`config.mk`:
```
export PLATFORM = sky130hd
export DESIGN_NAME = intacc_ctrl
export DESIGN_NICKNAME = d
export VERILOG_FILES = /design/src/rtl/intacc_pkg.sv /design/src/rtl/intacc_arbiter.sv /design/src/rtl/intacc_save_stack.sv /design/src/rtl/intacc_ctrl.sv
export SDC_FILE = /design/constraint.sdc
export NUM_CORES = 1
export LEC_CHECK = 0
export BUFFER_PORTS_ARGS = -buffer_cell sky130_fd_sc_hd__buf_2
export CORE_ASPECT_RATIO = 2
export CORE_MARGIN = 2
export CORE_UTILIZATION = 39
export DETAILED_ROUTE_END_ITERATION = 10
export GPL_TIMING_DRIVEN = 0
export PLACE_DENSITY = 0.64
export SLEW_MARGIN = 20
export SYNTH_ARGS = -nofsm -noshare
export SYNTH_HDL_FRONTEND = slang
export SYNTH_SLANG_ARGS = --single-unit
```
`constraint.sdc`:
```
create_clock -name clk -period 5.6 [get_ports clk]
set_input_delay 0.28 -clock clk [delete_from_list [all_inputs] [get_ports clk]]
set_output_delay 0.28 -clock clk [all_outputs]
set_load 0.01 [all_outputs]
```
`src/rtl/intacc_pkg.sv`:
```
package intacc_pkg;
    localparam int LVL_W = 3;

    typedef logic [LVL_W-1:0] lvl_t;

    typedef struct packed {
        lvl_t mask;
        logic sstk;
    } save_t;

    typedef enum logic {
        ST_ARB     = 1'b0,
        ST_SERVICE = 1'b1
    } state_t;

    typedef enum logic {
        RT_CPU  = 1'b0,
        RT_XFER = 1'b1
    } route_t;
endpackage

```
`src/rtl/intacc_arbiter.sv`:
```
module intacc_arbiter
    import intacc_pkg::*;
#(
    parameter int N_SRC = 8,
    parameter int IDX_W = (N_SRC > 1) ? $clog2(N_SRC) : 1
) (
    input  logic                   gie_i,
    input  logic [N_SRC-1:0]       req_i,
    input  logic [N_SRC-1:0]       en_i,
    input  logic [N_SRC-1:0]       mode_i,
    input  logic [N_SRC*LVL_W-1:0] lvl_i,
    output logic                   hit_o,
    output logic [IDX_W-1:0]       idx_o,
    output lvl_t                   lvl_o,
    output logic                   mode_o
);
    logic [N_SRC-1:0] elig;
    lvl_t             lvls [N_SRC];

    for (genvar g = 0; g < N_SRC; g++) begin : g_src
        assign elig[g] = gie_i & req_i[g] & en_i[g];
        assign lvls[g] = lvl_i[g*LVL_W +: LVL_W];
    end

    // Strict less-than keeps the lowest index among equal levels.
    always_comb begin
        hit_o  = 1'b0;
        idx_o  = '0;
        lvl_o  = '1;
        mode_o = 1'b0;
        for (int i = 0; i < N_SRC; i++) begin
            if (elig[i] && (!hit_o || (lvls[i] < lvl_o))) begin
                hit_o  = 1'b1;
                idx_o  = IDX_W'(i);
                lvl_o  = lvls[i];
                mode_o = mode_i[i];
            end
        end
    end
endmodule

```
`src/rtl/intacc_save_stack.sv`:
```
module intacc_save_stack
    import intacc_pkg::*;
#(
    parameter int DEPTH = 4
) (
    input  logic  clk,
    input  logic  rst_n,
    input  logic  push_i,
    input  logic  pop_i,
    input  save_t din_i,
    output save_t top_o,
    output logic  empty_o,
    output logic  full_o
);
    localparam int CNT_W = $clog2(DEPTH + 1);
    localparam int PTR_W = (DEPTH > 1) ? $clog2(DEPTH) : 1;

    save_t            mem [DEPTH];
    logic [CNT_W-1:0] cnt_q;
    logic [CNT_W-1:0] top_ptr;

    assign empty_o = (cnt_q == '0);
    assign full_o  = (cnt_q == CNT_W'(DEPTH));
    assign top_ptr = cnt_q - 1'b1;
    assign top_o   = empty_o ? '0 : mem[top_ptr[PTR_W-1:0]];

    always_ff @(posedge clk or negedge rst_n) begin
        if (!rst_n) begin
            cnt_q <= '0;
            for (int i = 0; i < DEPTH; i++) begin
                mem[i] <= '0;
            end
        end else if (push_i && !full_o) begin
            mem[cnt_q[PTR_W-1:0]] <= din_i;
            cnt_q <= cnt_q + 1'b1;
        end else if (pop_i && !empty_o) begin
            cnt_q <= cnt_q - 1'b1;
        end
    end
endmodule

```
`src/rtl/intacc_ctrl.sv`:
```
module intacc_ctrl
    import intacc_pkg::*;
#(
    parameter int N_SRC     = 8,
    parameter int STK_DEPTH = 4,
    parameter int IDX_W     = (N_SRC > 1) ? $clog2(N_SRC) : 1
) (
    input  logic                   clk,
    input  logic                   rst_n,
    input  logic                   step_i,
    input  logic                   sw_int_i,
    input  logic                   gie_i,
    input  logic [N_SRC-1:0]       req_i,
    input  logic [N_SRC-1:0]       en_i,
    input  logic [N_SRC-1:0]       mode_i,
    input  logic [N_SRC*LVL_W-1:0] lvl_i,
    input  logic                   ret_i,
    input  logic                   xfer_cnt_done_i,
    input  logic                   xfer_cplt_i,
    output logic                   accept_o,
    output logic                   route_o,
    output logic [IDX_W-1:0]       vec_o,
    output logic                   xfer_start_o,
    output logic [IDX_W-1:0]       xfer_src_o,
    output logic [LVL_W-1:0]       ilm_o,
    output logic                   stk_sel_o,
    output logic                   stk_err_o
);
    state_t           state_q, state_d;
    logic             hit, win_mode;
    logic [IDX_W-1:0] win_idx;
    lvl_t             win_lvl;
    logic [IDX_W-1:0] pend_idx_q, entry_idx;
    lvl_t             pend_lvl_q, entry_lvl, ilm_q;
    logic             sstk_q, err_q;
    logic             take, xfer_done;
    logic             cpu_entry, xfer_go, ret_req;
    logic             stk_empty, stk_full;
    save_t            stk_top, stk_din;

    intacc_arbiter #(.N_SRC(N_SRC), .IDX_W(IDX_W)) u_arb (
        .gie_i  (gie_i),
        .req_i  (req_i),
        .en_i   (en_i),
        .mode_i (mode_i),
        .lvl_i  (lvl_i),
        .hit_o  (hit),
        .idx_o  (win_idx),
        .lvl_o  (win_lvl),
        .mode_o (win_mode)
    );

    assign stk_din = '{mask: ilm_q, sstk: sstk_q};

    intacc_save_stack #(.DEPTH(STK_DEPTH)) u_stk (
        .clk     (clk),
        .rst_n   (rst_n),
        .push_i  (cpu_entry),
        .pop_i   (ret_req),
        .din_i   (stk_din),
        .top_o   (stk_top),
        .empty_o (stk_empty),
        .full_o  (stk_full)
    );

    assign take      = step_i && !sw_int_i && hit && (ilm_q > win_lvl);
    assign xfer_done = xfer_cnt_done_i || xfer_cplt_i;

    // Next state and the decisions for this cycle.
    always_comb begin
        state_d   = state_q;
        cpu_entry = 1'b0;
        xfer_go   = 1'b0;
        ret_req   = 1'b0;
        entry_idx = win_idx;
        entry_lvl = win_lvl;
        unique case (state_q)
            ST_ARB: begin
                if (ret_i) begin
                    ret_req = 1'b1;
                end else if (take) begin
                    if (win_mode) begin
                        xfer_go = 1'b1;
                        state_d = ST_SERVICE;
                    end else begin
                        cpu_entry = 1'b1;
                    end
                end
            end
            ST_SERVICE: begin
                entry_idx = pend_idx_q;
                entry_lvl = pend_lvl_q;
                if (xfer_done) begin
                    cpu_entry = 1'b1;
                    state_d   = ST_ARB;
                end
            end
            default: state_d = ST_ARB;
        endcase
    end

    // State register.
    always_ff @(posedge clk or negedge rst_n) begin
        if (!rst_n) begin
            state_q <= ST_ARB;
        end else begin
            state_q <= state_d;
        end
    end

    // Registered outputs and held context.
    always_ff @(posedge clk or negedge rst_n) begin
        if (!rst_n) begin
            accept_o     <= 1'b0;
            route_o      <= RT_CPU;
            vec_o        <= '0;
            xfer_start_o <= 1'b0;
            xfer_src_o   <= '0;
            pend_idx_q   <= '0;
            pend_lvl_q   <= '0;
            ilm_q        <= '1;
            sstk_q       <= 1'b0;
            err_q        <= 1'b0;
        end else begin
            accept_o     <= cpu_entry || xfer_go;
            xfer_start_o <= xfer_go;
            if (cpu_entry) begin
                route_o <= RT_CPU;
                vec_o   <= entry_idx;
                ilm_q   <= entry_lvl;
                sstk_q  <= 1'b1;
                if (stk_full) begin
                    err_q <= 1'b1;
                end
            end
            if (xfer_go) begin
                route_o    <= RT_XFER;
                vec_o      <= win_idx;
                xfer_src_o <= win_idx;
                pend_idx_q <= win_idx;
                pend_lvl_q <= win_lvl;
            end
            if (ret_req) begin
                if (stk_empty) begin
                    err_q <= 1'b1;
                end else begin
                    ilm_q  <= stk_top.mask;
                    sstk_q <= stk_top.sstk;
                end
            end
        end
    end

    assign ilm_o     = ilm_q;
    assign stk_sel_o = sstk_q;
    assign stk_err_o = err_q;
endmodule

```
==> run metrics <==
CP max stage delay 350 ps; status complete, but fails checks; global-route wire length before repair 15.96 mm; H-tree depth 2; DR vias 3276; failing checks negative setup slack; setup ws final -4646 ps; die width 67.48 µm; Max Cap Violations 0; post-layout net count 540; Ports 70; pin count of the biggest net entering global routing 38; Yosys Warn Count 0; area of the core 0.007885 mm²; Vias/cell 5.809; clock skew 4.080 ps; top area cells in the synthesized netlist dfrtp_1 (27%), ha_1 (6.8%), mux2_1 (5.7%); vias in the first global route 3328; Post-synth top flop dfrtp_1; syn_nets 397; HPWL after detailed placement 7.090 mm; fin crit period 10250 ps; CTS sink cnt 37; Required @ worst endpoint 5760 ps; final hold vios 0; RSZ-0062 raised after global routing yes; DR iter-0 viols 181; Cells after Synth 324; fin util 61.71%; final period utilization 183.0%; # port buffers 69; Area growth syn-to-layout 54.82%; initial core utilization 39.86%; cell mode on critical path ha_4; CTS tree done; pre-CTS setup slack -6609 ps; row count 46; Max Clk Rate 0.09760 GHz; initial antenna violation count 0; WS Path Type in -> reg; ANT nets after route 0; relative slew slack 43.69%; Post-route DRC 0; Worst-path clk slew 50 ps; pwr/cell area 279.5 mW/mm²; Yosys top cell area share 27.07%; Post-Syn Area 0.003143 mm²; CP max stage cell a211o_4; synth unique cells 78; design area 0.004866 mm²; # setup viols final 37; share of layout cells above drive strength 1 55.34%; # diodes 0; Worst Hold Class in -> async; Final GP Congestion 0.8835; die extent in y 131.0 µm; gr ovfl total 0; mean area per synthesized cell 9.701 µm²; WP data arrival 10410 ps; cts hold-fix bufs 0; total wire length 10.42 mm; Placed Area 0.003782 mm²; CP Launch Type input pin; FFs w/ async S/R, synth 100.0%; routed len/inst 18.48 µm; Skew-Pair Late Insertion Delay 280 ps; CP Capture Type flop; Slew Limit Fails 0; GRT Overall Usage 24.15%; DR pass1 iterations 4; root buffer cell clkbuf_16; Slew @ Worst Pin 844.7 ps; Seq/Total Area, Yosys 29.58%; CTS Buf Count 5; EDFF count, synth 0; clock buffer depth 2; largest area contributor in the netlist dfrtp_1; Worst VDD drop 0.1354 mV; power consumption 1.360 mW; CP max FO 7; area of the die 0.008837 mm²; setup TNS -164600 ps; P_leak 2.342 nW; Yosys reg bits 37
-- cell families after synthesis --
group	after synthesis	synth area share, %
xor+xnor	1	0.2787
buf+inv	34	4.577
compound gates	96	24.84
fa+ha+maj	18	7.086
flops	37	29.58
simple gates	96	17.28
mux	42	16.36
-- Yosys cell counts, drive strengths merged (2+ instances only) --
master / number
a211o: 3
a211oi: 3
a21o: 10
a21oi: 18
a22o: 3
a22oi: 3
a2bb2oi: 2
a31o: 2
a31oi: 7
and2: 2
and3: 3
buf: 4
clkbuf: 2
dfrtp: 34
dfstp: 3
ha: 17
inv: 27
mux2: 29
mux2i: 9
mux4: 4
nand2: 20
nand2b: 5
nand3: 19
nand3b: 2
nor2: 21
nor2b: 3
nor3: 7
nor3b: 2
o211a: 2
o211ai: 3
o21a: 4
o21ai: 12
o21bai: 2
o2bb2ai: 3
o311ai: 2
o31ai: 5
or2: 3
or3: 2
-- state kept, by name, indices dropped and copies added, names as in the netlist, 3 cells and up --
signal,cells
u_stk.mem,16
ilm_o,3
pend_idx_q,3
pend_lvl_q,3
u_stk.cnt_q,3
vec_o,3
-- stage by stage --
step,cells,hold slack [ps]
floorplan,324,-15.59
global placement,489,419.1
CTS,552,127.0
global route,564,162.2
finish,564,94.03
detailed placement,489,427.1
-- worst paths after layout --
path,slack (ps),from,to,cells after the start
worst min-delay path,90,rst_n,u_stk.mem[8],1
worst max-delay path,-4650,en_i[0],u_stk.mem[10],60
max in group asynchronous,4970,rst_n,state_q,1
worst max register to register,2930,ilm_o[0],u_stk.mem[10],11
worst min register to register,480,stk_err_o,stk_err_o,2
min in group clk,280,ret_i,stk_err_o,3
-- timing repair --
action | in CTS | in global routing
resized for setup | 61 | 22
buffers inserted | 55 | 12
endpoints found under the setup margin | 37 | 37
pin swaps | 35 | 33
-- per-layer routing --
metal | up-vias | global-route usage (%) | wire length [µm]
li1 | 1506 | - | -
met1 | 1587 | 24.13 | 3541
met2 | 134 | 46.77 | 5921
met3 | 49 | 1.541 | 371
met4 | 0 | 13.45 | 589
met5 | - | 0 | 0
-- layout make-up --
class                   count  area (µm²)
flip-flops and latches     37       929.6
well taps                  96       120.1
fillers                   615        3019
multi-input cells         253        2608
inverters                  28       107.6
clock buffers               8       146.4
plain buffers               6       48.80
repair buffers            136       905.9
-- critical path, delay by kind of cell --
family,cells,cell delay [ps]
adder cells (fa/ha/maj),8,1910
AND/OR/NAND/NOR,13,1420
multiplexers,5,1430
AO/OA/AOI/OAI,26,4540
buffers and inverters,8,820
-- cells in the final DEF, fill, tap and decap left out, types with 4 or more instances in the layout --
cell	count
dfrtp_1	34
clkbuf_1	4
inv_2	4
a21oi_4	4
mux2_2	7
a21oi_2	4
inv_1	22
a21oi_1	10
nand3_4	4
clkbuf_16	5
buf_2	66
nand2_1	17
nor3_1	5
nand3_1	12
a31oi_1	5
o21ai_0	6
mux2_4	21
mux4_2	4
nor2_1	19
ha_1	8
a21o_1	8
buf_4	63
buf_6	7
ha_4	8
mux2i_1	7
-- report_power, final --
part | total (mW) | internal, mW | switching, mW
Combinational | 0.656 | 0.324 | 0.333
Sequential | 0.421 | 0.352 | 0.0686
Clock | 0.283 | 0.177 | 0.105
No activity file was read; power rests on OpenSTA's default activity.
